<file path="config.mk">
export PLATFORM = sky130hd
export DESIGN_NAME = link_wake_gen
export DESIGN_NICKNAME = d
export VERILOG_FILES = /design/src/rtl/lwg_pkg.sv /design/src/rtl/lwg_pwr_timer.sv /design/src/rtl/lwg_cause_tracker.sv /design/src/rtl/lwg_square_gen.sv /design/src/rtl/link_wake_gen.sv
export SDC_FILE = /design/constraint.sdc
export NUM_CORES = 1
export LEC_CHECK = 0
export CORE_MARGIN = 2
export CORE_UTILIZATION = 55
export CTS_CLUSTER_SIZE = 24
export DETAILED_ROUTE_END_ITERATION = 7
export PLACE_DENSITY = 0.78
export SLEW_MARGIN = 20
export SYNTH_ARGS = -nofsm -noshare
export SYNTH_HDL_FRONTEND = slang
export SYNTH_SLANG_ARGS = --single-unit
</file>
<file path="constraint.sdc">
create_clock -name clk -period 3.15 [get_ports clk]
set_input_delay 0.315 -clock clk [delete_from_list [all_inputs] [get_ports clk]]
set_output_delay 0.315 -clock clk [all_outputs]
set_load 0.005 [all_outputs]
</file>
<file path="src/rtl/lwg_pkg.sv">
package lwg_pkg;

   // Wake causes, each held separately so that every one has its own release rule.
   typedef struct packed {
      logic pkt;    // released by bus reset or link active
      logic intr;   // released only by link active
      logic pwr;    // released by timeout or link active
   } wake_cause_t;

   localparam int unsigned CLASS_W = 3;

   // Gated interrupt wake condition.
   function automatic logic intr_wake(input logic port_evt,
                                      input logic cfg_to,
                                      input logic cpwr,
                                      input logic state_to,
                                      input logic resume_en);
      return port_evt | (resume_en & (cfg_to | cpwr | state_to));
   endfunction

   // Power class qualifier.
   function automatic logic class_wakes(input logic [CLASS_W-1:0] cls,
                                        input int unsigned limit);
      return (32'(cls) <= limit);
   endfunction

   function automatic logic any_cause(input wake_cause_t c);
      return c.pkt | c.intr | c.pwr;
   endfunction

endpackage

</file>
<file path="src/rtl/lwg_pwr_timer.sv">
module lwg_pwr_timer #(
   parameter int unsigned TIMEOUT_CYCLES = 33400
) (
   input  logic clk,
   input  logic rst_n,
   input  logic clear,
   input  logic start,
   input  logic running,
   output logic expire
);
   localparam int unsigned CNT_W = (TIMEOUT_CYCLES < 2) ? 1 : $clog2(TIMEOUT_CYCLES + 1);
   localparam logic [CNT_W-1:0] LAST = CNT_W'(TIMEOUT_CYCLES - 1);

   logic [CNT_W-1:0] cnt_q;

   always_ff @(posedge clk) begin
      if (!rst_n) begin
         cnt_q <= '0;
      end else if (clear || start) begin
         cnt_q <= '0;
      end else if (running && (cnt_q != LAST)) begin
         cnt_q <= cnt_q + 1'b1;
      end
   end

   // A start in the same cycle restarts the window and wins over expiry.
   assign expire = running && !start && !clear && (cnt_q == LAST);

endmodule

</file>
<file path="src/rtl/lwg_cause_tracker.sv">
module lwg_cause_tracker
   import lwg_pkg::*;
(
   input  logic        clk,
   input  logic        rst_n,
   input  logic        link_active,
   input  logic        pkt_set,
   input  logic        bus_reset,
   input  logic        intr_set,
   input  logic        pwr_set,
   input  logic        pwr_expire,
   output wake_cause_t cause
);
   wake_cause_t cause_q;
   wake_cause_t cause_d;

   always_comb begin
      cause_d = cause_q;
      if (link_active) begin
         cause_d = '0;
      end else begin
         // a packet in the same cycle as a bus reset survives it
         cause_d.pkt  = pkt_set | (cause_q.pkt & ~bus_reset);
         cause_d.intr = intr_set | cause_q.intr;
         cause_d.pwr  = pwr_set | (cause_q.pwr & ~pwr_expire);
      end
   end

   always_ff @(posedge clk) begin
      if (!rst_n) begin
         cause_q <= '0;
      end else begin
         cause_q <= cause_d;
      end
   end

   assign cause = cause_q;

endmodule

</file>
<file path="src/rtl/lwg_square_gen.sv">
module lwg_square_gen #(
   parameter int unsigned HALF_CYCLES = 4
) (
   input  logic clk,
   input  logic rst_n,
   input  logic run,
   output logic wave
);
   localparam int unsigned PERIOD  = 2 * HALF_CYCLES;
   localparam int unsigned PH_W    = (PERIOD < 2) ? 1 : $clog2(PERIOD);
   localparam bit          POW2    = ((HALF_CYCLES & (HALF_CYCLES - 1)) == 0);

   logic [PH_W-1:0] phase_q;

   generate
      if (POW2) begin : g_pow2
         // period is a power of two: the counter wraps by itself, top bit is the half
         always_ff @(posedge clk) begin
            if (!rst_n || !run) begin
               phase_q <= '0;
            end else begin
               phase_q <= phase_q + 1'b1;
            end
         end
         assign wave = run & ~phase_q[PH_W-1];
      end else begin : g_cmp
         localparam logic [PH_W-1:0] PH_LAST = PH_W'(PERIOD - 1);
         localparam logic [PH_W-1:0] PH_HALF = PH_W'(HALF_CYCLES);
         always_ff @(posedge clk) begin
            if (!rst_n || !run) begin
               phase_q <= '0;
            end else if (phase_q == PH_LAST) begin
               phase_q <= '0;
            end else begin
               phase_q <= phase_q + 1'b1;
            end
         end
         assign wave = run & (phase_q < PH_HALF);
      end
   endgenerate

endmodule

</file>
<file path="src/rtl/link_wake_gen.sv">
module link_wake_gen
   import lwg_pkg::*;
#(
   parameter int unsigned HALF_CYCLES    = 4,
   parameter int unsigned TIMEOUT_CYCLES = 33400,  // 167 us at 200 MHz
   parameter int unsigned MAX_WAKE_CLASS = 4
) (
   input  logic               clk,
   input  logic               rst_n,
   input  logic               link_active,
   input  logic               wake_pkt,
   input  logic               int_port_evt,
   input  logic               int_cfg_to,
   input  logic               int_cpwr,
   input  logic               int_state_to,
   input  logic               resume_int_en,
   input  logic               bus_reset,
   input  logic               pwr_cycle,
   input  logic [CLASS_W-1:0] pwr_class,
   output logic               wake_out,
   output logic               wake_oe
);
   generate
      if (HALF_CYCLES < 1) begin : g_bad_half
         $error("HALF_CYCLES must be at least 1");
      end
      if (TIMEOUT_CYCLES < 1) begin : g_bad_timeout
         $error("TIMEOUT_CYCLES must be at least 1");
      end
      if (MAX_WAKE_CLASS >= (1 << CLASS_W)) begin : g_bad_class
         $error("MAX_WAKE_CLASS exceeds the power class range");
      end
   endgenerate

   wake_cause_t cause;
   logic        intr_set;
   logic        pwr_set;
   logic        pwr_expire;
   logic        wave;
   logic        oe_q;

   assign intr_set = intr_wake(int_port_evt, int_cfg_to, int_cpwr,
                               int_state_to, resume_int_en);
   assign pwr_set  = pwr_cycle & class_wakes(pwr_class, MAX_WAKE_CLASS);

   lwg_pwr_timer #(
      .TIMEOUT_CYCLES(TIMEOUT_CYCLES)
   ) u_timer (
      .clk     (clk),
      .rst_n   (rst_n),
      .clear   (link_active),
      .start   (pwr_set),
      .running (cause.pwr),
      .expire  (pwr_expire)
   );

   lwg_cause_tracker u_track (
      .clk         (clk),
      .rst_n       (rst_n),
      .link_active (link_active),
      .pkt_set     (wake_pkt),
      .bus_reset   (bus_reset),
      .intr_set    (intr_set),
      .pwr_set     (pwr_set),
      .pwr_expire  (pwr_expire),
      .cause       (cause)
   );

   lwg_square_gen #(
      .HALF_CYCLES(HALF_CYCLES)
   ) u_wave (
      .clk   (clk),
      .rst_n (rst_n),
      .run   (any_cause(cause)),
      .wave  (wave)
   );

   always_ff @(posedge clk) begin
      if (!rst_n) begin
         oe_q <= 1'b0;
      end else begin
         oe_q <= 1'b1;
      end
   end

   assign wake_oe  = oe_q;
   assign wake_out = wave & oe_q;

endmodule

</file>
==> metrics.cfg, run 1 <==
[global_route]
grt_max_degree = 15
antenna_found_initial = 0
grt.total_usage_pct = 21.3
grt.overflow.total = 0
grt_pass1_wl_mm = 3.25
grt_pass1_vias = 778

[placement]
gp_congestion = 0.814
postPlaceCellArea_mm2 = 0.00120
hpwl_mm = 1.55
port_buffers = 15

[worst_setup_path]
endpoint_kind = flip-flop
path_delay_family = compound AO/OA/AOI/OAI gates
crit_chain = ha_1 -> or4bb_1 -> o41ai_2 -> or3_1 -> a21oi_2
cp_num_buf_inv = 0
path_max_fanout = 12
cp-start-kind = flip-flop
required_ns = 3.34
crit_type = reg -> reg
worst_path_max_delay_cell = o41ai_2
max_stage_delay_ns = 0.78
arrival_ns = 2.44

[die]
die_area_mm2 = 0.00225
ios = 16
die_h_um = 47.4
initial_utilization_pct = 59.4
core_mm2 = 0.00175
die_w_um = 47.4
rows = 15

[routing]
drtIter0Drc = 16
wl_per_cell_um = 12.7
first_pass_iters = 4
wl_met1_um = 880
top_layer = met4
postRouteAntennaNets = 0
route.met3.wl_um = 79
num_vias = 884
post-route-drc-count = 0
dr_wl_met2_mm = 1.02
routed_wl_mm = 2.01
via_per_inst = 5.59

[clock_network]
ctsResizeCount = 0
cts_tree = yes
clk_latency_ns = 0.31
clkSinkCount = 23
root_buffer = clkbuf_4
htree_levels = 1
postCtsHoldBufs = 0
numCtsBuffers = 3
post-cts-setup-buffer-count = 0
clockBufferDepth = 2
clk_pin_slew_ns = 0.12

[outcome]
status = complete, no violations

[sta]
slew_viol_final = 0
setup_viol = 0
hold_slack_ns = 0.440
setup_tns_ns = 0
timing.final.crit_share_pct = 71.3
hold_violations = 0
worstMarginPinSlew_ns = 0.960
rsz0062_at_grt = no
max-slew-margin-rel_pct = 35.3
clock.fmax_mhz = 445
period_needed_ns = 2.25
fin_skew_ns = 0.00245

[min_path]
hold_class = reg -> reg

[logic_synthesis]
synth.area.mux_share_pct = 0.966
ys_seq_area_share_pct = 44.4
synth_area_per_cell_um2 = 8.85
ys_ff_latch = 23
yosys.area_share.simple_pct = 29.2
postSynthCellCount = 117
synth_xor_area_share_pct = 7.61
synth_compound_area_share_pct = 12.8
syn-num-nets = 133
synth_area_mm2 = 0.00104
synth_top_family_by_area = simple AND/OR/NAND/NOR gates
synthAdderAreaFrac_pct = 2.42
synthDistinctLibCells = 30
yosysTopAreaCell = dfxtp_1
synth_area_leaders = dfxtp_1, nor2_1, xnor2_1, nand2_1, nand4_1
synth_top_area_share_pct = 44.4
yosysWarnings = 0

[finish]
seq_area_um2 = 460
multi_input_area_um2 = 549
num-nets-final = 150
postLayoutCellArea_mm2 = 0.00123
num_antenna_cells = 0
area_growth_pct = 18.6
drive_gt1_share_pct = 5.26
fillers = 149

[job]
drv_cap = 0

[pwr]
leakage_nw = 0.395
powerDensity_mw_per_mm2 = 383
ir_worst_vdd_mv = 0.291
p_total_mw = 0.470

placed cells by master, fill, tap and decap left out, types with 2 or more instances in the layout:
master and n:
nand3_1 5, ha_1 2, o21ai_0 2, inv_1 3
or4b_1 2, nor2_1 12, or4_1 3, nand2b_1 2
nor3_1 2, dfxtp_1 23, a21oi_1 6, clkdlybuf4s50_1 15
a21oi_2 3, nand4_1 6, or3_1 5, o21ai_1 4
and3_1 3, nand2_1 11, clkbuf_4 3, o31ai_1 2
xnor2_1 5, nor4_1 3, xor2_1 4
metal layers:
layer / vias up / global-route usage [%]
met5: - / 0
met4: 0 / 7.22
li1: 455 / -
met1: 409 / 25.2
met3: 5 / 8.46
met2: 15 / 34.9
cells by family after synthesis:
| group | after synthesis |
|---|---|
| AOI/OAI and AO/OA | 20 |
| xor gates and xnor gates | 9 |
| adders and majority gates | 2 |
| buffers and inverters | 6 |
| DFF | 23 |
| muxes | 1 |
| and+or+nand+nor | 56 |
sequential cells by signal, indices dropped and copies added (netlist names):
register and cells:
u_track.cause 3, u_wave.phase_q 3, wake_oe 1, u_timer.cnt_q 16
metrics by stage:
| stage | utilization [%] | setup slack, ns | std cells |
|---|---|---|---|
| 3_3_place_gp | 68.9 | 1.04 | 154 |
| 4_1_cts | 70.4 | 0.901 | 158 |
| 5_1_grt | 70.4 | 0.664 | 158 |
| 6_report | 70.4 | 0.904 | 158 |
| 3_5_place_dp | 68.9 | 0.932 | 154 |
| 2_1_floorplan | - | 1.43 | 117 |
Yosys cell counts:
master,n
or4bb_1,1
dfxtp_1,23
o21ai_1,4
o31ai_1,2
or3_1,5
ha_1,2
or4_1,3
a21oi_1,6
and3b_1,1
xnor2_1,5
xor2_1,4
o211ai_1,1
nor4_1,3
mux2i_1,1
o41ai_2,1
a21oi_2,3
nor3_1,2
nand2b_1,2
nand2_1,11
buf_4,1
inv_1,3
nand3_1,5
o21ai_0,2
buf_1,1
nand4_1,6
or4b_1,2
nor2_1,12
a21o_1,1
and3_1,3
clkbuf_1,1
final timing paths:
path | from | endpoint | slack [ns] | depth (start not counted)
max | u_timer.cnt_q[0] | u_timer.cnt_q[3] | 0.90 | 5
min | u_wave.phase_q[0] | u_wave.phase_q[0] | 0.44 | 1
max reg2reg | u_timer.cnt_q[0] | u_timer.cnt_q[3] | 0.90 | 5
min reg2reg | u_wave.phase_q[0] | u_wave.phase_q[0] | 0.44 | 1
report_power, final:
| part | total (mW) | internal, mW | switching [mW] |
|---|---|---|---|
| logic | 0.0367 | 0.0223 | 0.0145 |
| clock network | 0.136 | 0.0495 | 0.0861 |
| registers | 0.298 | 0.295 | 0.00306 |
| total | 0.470 | 0.367 | 0.104 |
area by class of cell:
type                    instances  share of cell area [%]
clock buffers                   4                    2.14
inverters                       3                   0.916
multi-input cells              88                    44.7
flip-flops and latches         23                    37.5
well taps                      25                    2.55
repair buffers                 15                    12.2
Note: power is estimated with default switching activity, not from simulation.
==> run 2, diff against run 1 <==
Settings changed: CORE_UTILIZATION 55 to 51, PLACE_DENSITY 0.78 to 0.73.
Clock period 3.15 ns to 2.3 ns, I/O delays scaled along.
==> metrics.cfg, run 2 (synthesis gave the netlist of run 1 again) <==
[worst_setup_path]
crit_type = reg -> out  ; was reg -> reg
path_max_fanout = 8  ; was 12
max_stage_delay_ns = 0.44  ; was 0.78 ns
endpoint_kind = primary output  ; was flip-flop
worst_path_max_delay_cell = or3_1  ; was o41ai_2
arrival_ns = 1.80  ; was 2.44 ns
crit_chain = or3_1 -> and3b_1 -> clkdlybuf4s50_1  ; was ha_1 -> or4bb_1 -> o41ai_2 -> or3_1 -> a21oi_2
cp-start-kind = flip-flop  ; unchanged
required_ns = 2.07  ; was 3.34 ns

[clock_network]
htree_levels = 1  ; unchanged
clkSinkCount = 23  ; unchanged
cts_tree = yes  ; unchanged
root_buffer = clkbuf_4  ; unchanged
clk_latency_ns = 0.32  ; was 0.31 ns
ctsResizeCount = 0  ; unchanged
clockBufferDepth = 2  ; unchanged
post-cts-setup-buffer-count = 0  ; unchanged
clk_pin_slew_ns = 0.13  ; was 0.12 ns
numCtsBuffers = 3  ; unchanged
postCtsHoldBufs = 0  ; unchanged

[routing]
wl_per_cell_um = 12.4  ; was 12.7 um
first_pass_iters = 4  ; unchanged
postRouteAntennaNets = 0  ; unchanged
num_vias = 887  ; was 884
routed_wl_mm = 2.02  ; was 2.01 mm
drtIter0Drc = 10  ; was 16
post-route-drc-count = 0  ; unchanged
via_per_inst = 5.48  ; was 5.59

[global_route]
grt_pass1_vias = 841  ; was 778
grt.total_usage_pct = 18.7  ; was 21.3%
grt_max_degree = 14  ; was 15
antenna_found_initial = 0  ; unchanged
grt.overflow.total = 0  ; unchanged
grt_pass1_wl_mm = 3.55  ; was 3.25 mm

[finish]
num-nets-final = 152  ; was 150
fillers = 180  ; was 149
top_register = u_timer.cnt_q  ; unchanged
num_antenna_cells = 0  ; unchanged
seq_area_um2 = 460  ; unchanged
drive_gt1_share_pct = 7.41  ; was 5.26%
final_common_cell = dfxtp_1  ; unchanged
final_cell_mix = dfxtp_1, clkdlybuf4s50_1, nor2_1  ; unchanged
multi_input_area_um2 = 549  ; unchanged
area_growth_pct = 20.4  ; was 18.6%
fin_util_pct = 64.2  ; was 70.4%
largest_reg_flops = 16  ; unchanged

[placement]
port_buffers = 15  ; unchanged
pre_cts_slack_ns = 0.435  ; was 0.932 ns
hpwl_mm = 1.54  ; was 1.55 mm
gp_congestion = 0.809  ; was 0.814

[die]
rows = 16  ; was 15
core_mm2 = 0.00194  ; was 0.00175 mm^2
die_h_um = 49.1  ; was 47.4 um
die_area_mm2 = 0.00241  ; was 0.00225 mm^2
die_w_um = 49.1  ; was 47.4 um
initial_utilization_pct = 53.4  ; was 59.4%
ios = 16  ; unchanged

[pwr]
powerDensity_mw_per_mm2 = 521  ; was 383 mW/mm^2
ir_worst_vdd_mv = 0.369  ; was 0.291 mV
p_total_mw = 0.650  ; was 0.470 mW
leakage_nw = 0.407  ; was 0.395 nW

[sta]
timing.final.crit_share_pct = 88.5
hold_violations = 0  ; unchanged
layout_setup_ws_ns = 0.266  ; was 0.904 ns
worstMarginPinSlew_ns = 0.398  ; was 0.960 ns
slew_viol_final = 0  ; unchanged
fin_skew_ns = 0.00483  ; was 0.00245 ns
hold_slack_ns = 0.436  ; was 0.440 ns
clock.fmax_mhz = 492
rsz0062_at_grt = no  ; unchanged
setup_viol = 0  ; unchanged
setup_tns_ns = 0  ; unchanged
period_needed_ns = 2.03
max-slew-margin-rel_pct = 73.5  ; was 35.3%

[outcome]
status = complete, no violations  ; unchanged

[job]
drv_cap = 0  ; unchanged

[min_path]
hold_class = reg -> reg  ; unchanged

-- run 2: cell types whose count changed in the layout (fill, tap and decap cells not counted) --
cell	delta
buf_4	+2
clkbuf_1	-1
clkinv_2	+1
-- run 2: stage by stage --
step                cells  cell area, um^2
global route          162             1250
floorplan             117             1040
CTS                   162             1250
finish                162             1250
global placement      158             1220
detailed placement    158             1220
-- run 2: critical path: cells and delay by family, from the launching register on --
kind                   cells  cell delay (ns)
and+or+nand+nor            2             0.64
buffers and inverters      1             0.44
DFF                        1             0.41
-- run 2: final timing paths --
kind                           from                end  slack, ns  depth (start not counted)
hold / removal    u_wave.phase_q[0]  u_wave.phase_q[0]       0.44                          1
setup / recovery   u_track.cause[0]           wake_out       0.27                          3
setup reg to reg   u_timer.cnt_q[0]   u_timer.cnt_q[0]       0.38                          6
hold reg to reg   u_wave.phase_q[0]  u_wave.phase_q[0]       0.44                          1
-- run 2: layout make-up --
cell class                      count  share of cell area (%)
Sequential cell                    23                    36.9
Inverter                            3                   0.903
Clock inverter                      1                   0.401
Multi-Input combinational cell     88                    44.0
Timing Repair Buffer               17                    13.2
Clock buffer                        3                    1.81
Tap cell                           27                    2.71
-- run 2: where the power goes --
group          internal, mW  total, mW  switching (mW)
Clock                0.0651      0.188           0.123
Sequential            0.404      0.408         0.00420
Combinational        0.0326     0.0533          0.0208
Total                 0.502      0.650           0.148
-- run 2: routing by layer --
metal / global-route usage [%] / vias to the layer above / wire, um
met2: 32.4 / 18 / 956
met4: 7.14 / 0 / 32
met1: 23.2 / 407 / 964
met5: 0 / - / 0
li1: - / 459 / -
met3: 2.76 / 3 / 61
